`src/rtl/scsi_evt_pkg.sv`:
```
package scsi_evt_pkg;

    localparam int STS_W     = 8;
    localparam int BIT_PAR   = 7;
    localparam int BIT_IDERR = 6;
    localparam int BIT_SELTO = 5;
    localparam int BIT_ATN   = 4;
    localparam int BIT_BFREE = 3;
    localparam int BIT_PHASE = 2;
    localparam int BIT_SCAM  = 1;
    localparam int BIT_NOATN = 0;

    // Packed MSB-first so the struct maps straight onto the status byte.
    typedef struct packed {
        logic parity;
        logic id_err;
        logic sel_to;
        logic atn;
        logic bus_free;
        logic phase;
        logic scam;
        logic no_atn;
    } evt_vec_t;

    typedef enum logic {
        ROLE_TARGET    = 1'b0,
        ROLE_INITIATOR = 1'b1
    } bus_role_t;

    function automatic logic role_is_initiator(input bus_role_t r);
        return r == ROLE_INITIATOR;
    endfunction

endpackage

```
`src/rtl/scsi_evt_idchk.sv`:
```
module scsi_evt_idchk #(
    parameter int ID_W      = 8,
    parameter int LEGAL_CNT = 2
) (
    input  logic [ID_W-1:0] id_bus,
    input  logic            id_strobe,
    output logic            id_err
);
    localparam int CNT_W = $clog2(ID_W + 1);

    logic [CNT_W-1:0] ones;

    always_comb begin
        ones = '0;
        for (int i = 0; i < ID_W; i++) begin
            ones = ones + CNT_W'(id_bus[i]);
        end
    end

    // An empty bus is not a selection; only the legal count passes.
    always_comb begin
        id_err = id_strobe && (ones != '0) && (ones != CNT_W'(LEGAL_CNT));
    end

endmodule

```
`src/rtl/scsi_evt_qual.sv`:
```
module scsi_evt_qual
    import scsi_evt_pkg::*;
(
    input  logic      ev_parity,
    input  logic      ev_sel_timeout,
    input  logic      ev_atn,
    input  logic      ev_bus_free,
    input  logic      ev_phase_chg,
    input  logic      ev_scam_sel,
    input  logic      ev_sel_no_atn,
    input  logic      id_err,
    input  bus_role_t role,
    input  logic      atn_expected,
    output evt_vec_t  set_vec
);
    always_comb begin
        set_vec          = '0;
        set_vec.parity   = ev_parity;
        set_vec.id_err   = id_err;
        set_vec.sel_to   = ev_sel_timeout;
        set_vec.atn      = ev_atn && !atn_expected;
        set_vec.bus_free = ev_bus_free;
        set_vec.phase    = ev_phase_chg && role_is_initiator(role);
        set_vec.scam     = ev_scam_sel;
        set_vec.no_atn   = ev_sel_no_atn;
    end

endmodule

```
`src/rtl/scsi_evt_stsreg.sv`:
```
module scsi_evt_stsreg #(
    parameter int W = 8
) (
    input  logic         clk,
    input  logic         rst,
    input  logic [W-1:0] set_bits,
    input  logic         clr_en,
    input  logic [W-1:0] clr_mask,
    output logic [W-1:0] q
);
    genvar g;
    generate
        for (g = 0; g < W; g++) begin : g_flag
            always_ff @(posedge clk) begin
                if (rst) begin
                    q[g] <= 1'b0;
                end else if (set_bits[g]) begin
                    q[g] <= 1'b1;
                end else if (clr_en && clr_mask[g]) begin
                    q[g] <= 1'b0;
                end
            end
        end
    endgenerate

endmodule

```
`src/rtl/scsi_evt_irq_status.sv`:
```
module scsi_evt_irq_status
    import scsi_evt_pkg::*;
#(
    parameter int ID_W      = 8,
    parameter int LEGAL_CNT = 2
) (
    input  logic            clk,
    input  logic            rst,
    input  logic            ev_parity,
    input  logic            ev_sel_timeout,
    input  logic            ev_atn,
    input  logic            ev_bus_free,
    input  logic            ev_phase_chg,
    input  logic            ev_scam_sel,
    input  logic            ev_sel_no_atn,
    input  logic [ID_W-1:0] id_bus,
    input  logic            id_strobe,
    input  logic            role_initiator,
    input  logic            atn_expected,
    input  logic            cpu_wr,
    input  logic [STS_W-1:0] cpu_wdata,
    output logic [STS_W-1:0] cpu_rdata,
    output logic            irq
);
    logic       id_err;
    evt_vec_t   set_vec;
    bus_role_t  role;
    logic [STS_W-1:0] sts_q;

    assign role = bus_role_t'(role_initiator);

    scsi_evt_idchk #(
        .ID_W      (ID_W),
        .LEGAL_CNT (LEGAL_CNT)
    ) u_idchk (
        .id_bus    (id_bus),
        .id_strobe (id_strobe),
        .id_err    (id_err)
    );

    scsi_evt_qual u_qual (
        .ev_parity      (ev_parity),
        .ev_sel_timeout (ev_sel_timeout),
        .ev_atn         (ev_atn),
        .ev_bus_free    (ev_bus_free),
        .ev_phase_chg   (ev_phase_chg),
        .ev_scam_sel    (ev_scam_sel),
        .ev_sel_no_atn  (ev_sel_no_atn),
        .id_err         (id_err),
        .role           (role),
        .atn_expected   (atn_expected),
        .set_vec        (set_vec)
    );

    scsi_evt_stsreg #(
        .W (STS_W)
    ) u_sts (
        .clk      (clk),
        .rst      (rst),
        .set_bits (set_vec),
        .clr_en   (cpu_wr),
        .clr_mask (cpu_wdata),
        .q        (sts_q)
    );

    assign cpu_rdata = sts_q;
    assign irq       = |sts_q;

endmodule

```
`config.mk`:
```
export PLATFORM = sky130hd
export DESIGN_NAME = scsi_evt_irq_status
export DESIGN_NICKNAME = d
export VERILOG_FILES = /design/src/rtl/scsi_evt_pkg.sv /design/src/rtl/scsi_evt_idchk.sv /design/src/rtl/scsi_evt_qual.sv /design/src/rtl/scsi_evt_stsreg.sv /design/src/rtl/scsi_evt_irq_status.sv
export SDC_FILE = /design/constraint.sdc
export NUM_CORES = 1
export LEC_CHECK = 0
export ABC_AREA = 1
export BUFFER_PORTS_ARGS = -buffer_cell sky130_fd_sc_hd__clkbuf_2
export CORE_AREA = 2 2 39 41
export CTS_BUF_LIST = sky130_fd_sc_hd__clkbuf_4
export CTS_CLUSTER_DIAMETER = 200
export DETAILED_ROUTE_END_ITERATION = 8
export DIE_AREA = 0 0 41 43
export PLACE_DENSITY = 0.74
export SLEW_MARGIN = 20
export SYNTH_ARGS = -nofsm -noshare
export SYNTH_HDL_FRONTEND = slang
export SYNTH_SLANG_ARGS = --single-unit
export TNS_END_PERCENT = 1
```
`constraint.sdc`:
```
create_clock -name clk -period 5.6 [get_ports clk]
set_clock_uncertainty 0.2 [all_clocks]
set_input_delay 0.28 -clock clk [delete_from_list [all_inputs] [get_ports clk]]
set_output_delay 0.28 -clock clk [all_outputs]
set_load 0.02 [all_outputs]
```
==> impl_metrics.xml <==
<?xml version="1.0" encoding="UTF-8"?>
<metrics>
  <group name="power_and_ir_drop">
    <metric name="vdd.ir_drop.worst" unit="V">0.0000759</metric>
    <metric name="power.density_cell_area" unit="nW/um^2">227</metric>
    <metric name="p_leak" unit="nW">0.428</metric>
    <metric name="power" unit="W">0.000161</metric>
  </group>
  <group name="placed_design">
    <metric name="dp_hpwl" unit="microns">912</metric>
    <metric name="io_buffers" unit="">37</metric>
    <metric name="place.gp.congestion" unit="">0.700</metric>
  </group>
  <group name="worst_setup_path">
    <metric name="endpoint_kind" unit="">flop</metric>
    <metric name="timing.rr.end" unit="">u_sts.q[7]</metric>
    <metric name="crit_top_cell" unit="">sky130_fd_sc_hd__fa_1</metric>
    <metric name="worst_ep_arrival_time" unit="ps">2740</metric>
    <metric name="max_fo_critical_path" unit="">2</metric>
    <metric name="setup.reg_to_reg.worst_slack" unit="ps">4760</metric>
    <metric name="worst_path_largest_cell_delay" unit="ps">490</metric>
    <metric name="reg2reg_depth" unit="">2</metric>
    <metric name="setup.worst_path.start_class" unit="">input port</metric>
    <metric name="slowest_stage" unit="">sky130_fd_sc_hd__fa_1</metric>
    <metric name="path_class" unit="">input port to flop</metric>
    <metric name="timing.critical_path.cells" unit="">clkbuf_2 &gt; ha_1 &gt; inv_1 &gt; fa_1 &gt; fa_1 &gt; fa_1 &gt; fa_1 &gt; a21boi_0 &gt; nand2_1 &gt; nand2_1 &gt; a21oi_1</metric>
    <metric name="critical_path_required" unit="ps">5530</metric>
    <metric name="rr_startpoint" unit="">u_sts.q[7]</metric>
  </group>
  <group name="yosys">
    <metric name="synth_area_in_simple_gates" unit="">0.216</metric>
    <metric name="ys_warn_count" unit="">0</metric>
    <metric name="yosys.cell_types.count" unit="">11</metric>
    <metric name="syn_area_per_cell" unit="sq um">7.36</metric>
    <metric name="yosys_register_bits" unit="">8</metric>
    <metric name="synth_compound_area_frac" unit="">0.0964</metric>
    <metric name="synth.area.mux_share" unit="">0</metric>
    <metric name="dominant_combinational_cell_family_by_area_after_synthesis" unit="">adder cells</metric>
    <metric name="synthesis.instances" unit="">67</metric>
    <metric name="syn_area" unit="sq um">493</metric>
    <metric name="xor_xnor_cell_area_share_of_the_yosys_netlist" unit="">0</metric>
    <metric name="adder_cell_share_of_the_synthesized_area" unit="">0.239</metric>
    <metric name="synth_seq_area_share" unit="">0.325</metric>
    <metric name="syn-num-nets" unit="">103</metric>
  </group>
  <group name="sta">
    <metric name="max_freq" unit="MHz">357</metric>
    <metric name="unrepaired_setup_endpoints_after_global_routing" unit="">false</metric>
    <metric name="tightest_slew" unit="ps">254</metric>
    <metric name="drv_slew" unit="">0</metric>
    <metric name="finalSetupViolations" unit="">0</metric>
    <metric name="worst_slew_margin_rel" unit="">0.829</metric>
    <metric name="period_minus_slack" unit="ps">2800</metric>
    <metric name="timing_hold_violations_final" unit="">0</metric>
    <metric name="final.period_utilization" unit="">0.501</metric>
    <metric name="final.setup.tns" unit="ps">0</metric>
  </group>
  <group name="layout">
    <metric name="final_cell_mix" unit="">sky130_fd_sc_hd__clkbuf_2 (37), sky130_fd_sc_hd__nand2_1 (19), sky130_fd_sc_hd__inv_1 (14)</metric>
    <metric name="area.sequential" unit="sq um">160</metric>
    <metric name="largest_register_ffs" unit="">8</metric>
    <metric name="top_registers" unit="">u_sts.q (8)</metric>
    <metric name="area_growth" unit="%">44.4</metric>
    <metric name="drive_above_1_share" unit="">0.381</metric>
    <metric name="nFillCells" unit="">144</metric>
    <metric name="largest-register" unit="">u_sts.q</metric>
    <metric name="multi_input_comb_area" unit="sq um">272</metric>
    <metric name="antenna-diode-count" unit="">0</metric>
    <metric name="final_net_count" unit="">143</metric>
    <metric name="most_frequent_standard_cell_in_the_layout_excluding_fill_and_tap_cells" unit="">sky130_fd_sc_hd__clkbuf_2</metric>
  </group>
  <group name="routing">
    <metric name="drtIter0Drc" unit="">0</metric>
    <metric name="drt_first_pass_iters" unit="">1</metric>
    <metric name="met3RoutedLength" unit="microns">135</metric>
    <metric name="route.vias.total" unit="">534</metric>
    <metric name="maxUsedRoutingLayer" unit="">met4</metric>
    <metric name="wl_met1" unit="microns">393</metric>
    <metric name="vias_per_std_cell" unit="">4.41</metric>
    <metric name="post_drt_wl_per_cell" unit="microns">8.35</metric>
    <metric name="drt_drc_violations_left" unit="">0</metric>
    <metric name="postRouteAntennaNets" unit="">0</metric>
    <metric name="total_routed_length" unit="microns">1010</metric>
    <metric name="routed-wl-met2" unit="microns">473</metric>
  </group>
  <group name="min_path">
    <metric name="min_path_type" unit="">input port to flop</metric>
    <metric name="hold_depth" unit="">3</metric>
    <metric name="min-delay-start" unit="">ev_scam_sel</metric>
    <metric name="timing.hold.worst_endpoint" unit="">u_sts.q[1]</metric>
  </group>
  <group name="floorplan">
    <metric name="die-area" unit="sq um">1760</metric>
    <metric name="fp.dieW" unit="microns">41</metric>
    <metric name="ios" unit="">38</metric>
    <metric name="die_height" unit="microns">43</metric>
    <metric name="floorplan.initialDensity" unit="">0.356</metric>
    <metric name="std_cell_rows" unit="">14</metric>
    <metric name="core_region_area" unit="sq um">1380</metric>
  </group>
  <group name="clocking">
    <metric name="max-clock-path-buffers" unit="">2</metric>
    <metric name="clock-root-buffer" unit="">sky130_fd_sc_hd__clkbuf_4</metric>
    <metric name="clk_pin_slew" unit="ps">50</metric>
    <metric name="htreeDepth" unit="">1</metric>
    <metric name="cts_buffers" unit="">3</metric>
    <metric name="cts.hold.buffers_added" unit="">0</metric>
    <metric name="cts_setup_buffers" unit="">0</metric>
    <metric name="tritoncts_clock_tree" unit="">done</metric>
    <metric name="worst_skew_pair.late_latency" unit="ps">250</metric>
    <metric name="cts_sink_count" unit="">8</metric>
    <metric name="ctsResizeCount" unit="">0</metric>
  </group>
  <group name="global_route">
    <metric name="grt_max_degree" unit="">9</metric>
    <metric name="gr-total-overflow" unit="">0</metric>
    <metric name="track_usage" unit="">0.131</metric>
    <metric name="grt_antenna_before_repair" unit="">0</metric>
    <metric name="grt_pass1_vias" unit="">473</metric>
    <metric name="grt_first_pass_wirelength" unit="microns">1610</metric>
  </group>
  <group name="run_status">
    <metric name="outcome" unit="">finished, final reports clean</metric>
  </group>
  <group name="flow_run">
    <metric name="max-cap-violations" unit="">0</metric>
  </group>
</metrics>
[where the power goes]
part | switching [W] | internal, W
registers | 0.00000329 | 0.0000617
logic | 0.0000290 | 0.0000253
clock network | 0.0000177 | 0.0000244
[area by class of cell]
type	count	share of cell area
Multi-Input combinational cell	43	0.381
Clock buffer	3	0.0316
Tap cell	16	0.0281
Timing Repair Buffer	37	0.260
Sequential cell	8	0.225
Inverter	14	0.0738
[synth_stat cells]
cell type                  number  area, sq um
sky130_fd_sc_hd__a21oi_1        8         40.0
sky130_fd_sc_hd__buf_1          1         3.75
sky130_fd_sc_hd__nor4_1         2         12.5
sky130_fd_sc_hd__nor2_1         6         22.5
sky130_fd_sc_hd__dfxtp_1        8          160
sky130_fd_sc_hd__inv_1         14         52.6
sky130_fd_sc_hd__ha_1           3         37.5
sky130_fd_sc_hd__buf_2          1         5.00
sky130_fd_sc_hd__a21boi_0       1         7.51
sky130_fd_sc_hd__nand2_1       19         71.3
sky130_fd_sc_hd__fa_1           4         80.1
[worst max-delay path, delay by kind of cell]
family / cells / cell delay (ps)
simple gates: 2 / 120
buf+inv: 2 / 120
compound gates: 2 / 210
fa+ha+maj: 5 / 1990
[per-layer routing]
layer  up-vias  GRT usage
met4         0     0.0800
met3         2     0.0157
met5         -          0
li1        282          -
met1       221      0.133
met2        29      0.231
[how the worst max path moves through the flow]
stage                   start    endpoint  slack (ps)  depth (start not counted)
finish              id_bus[0]  u_sts.q[6]        2800                         11
global route        id_bus[0]  u_sts.q[6]        2640                         11
CTS                 id_bus[0]  u_sts.q[6]        2800                         11
detailed placement  id_bus[0]  u_sts.q[6]        2530                         11
global placement    id_bus[0]  u_sts.q[6]        2580                         11
floorplan           id_bus[0]  u_sts.q[6]        2710                         10
[cell families after synthesis]
kind of cell | count (synthesis)
simple gates | 27
flops | 8
fa+ha+maj | 7
compound gates | 9
buf+inv | 16
[through the flow]
step	util	hold WS, ps	cell area, sq um	setup WS, ps	instances
2_1_floorplan	-	197	493	2710	67
3_3_place_gp	0.498	271	689	2580	118
3_5_place_dp	0.498	270	689	2530	118
4_1_cts	0.514	37.9	712	2800	121
5_1_grt	0.514	62.0	712	2640	121
6_report	0.514	41.9	712	2800	121
Note: power is estimated with default switching activity, not from simulation.
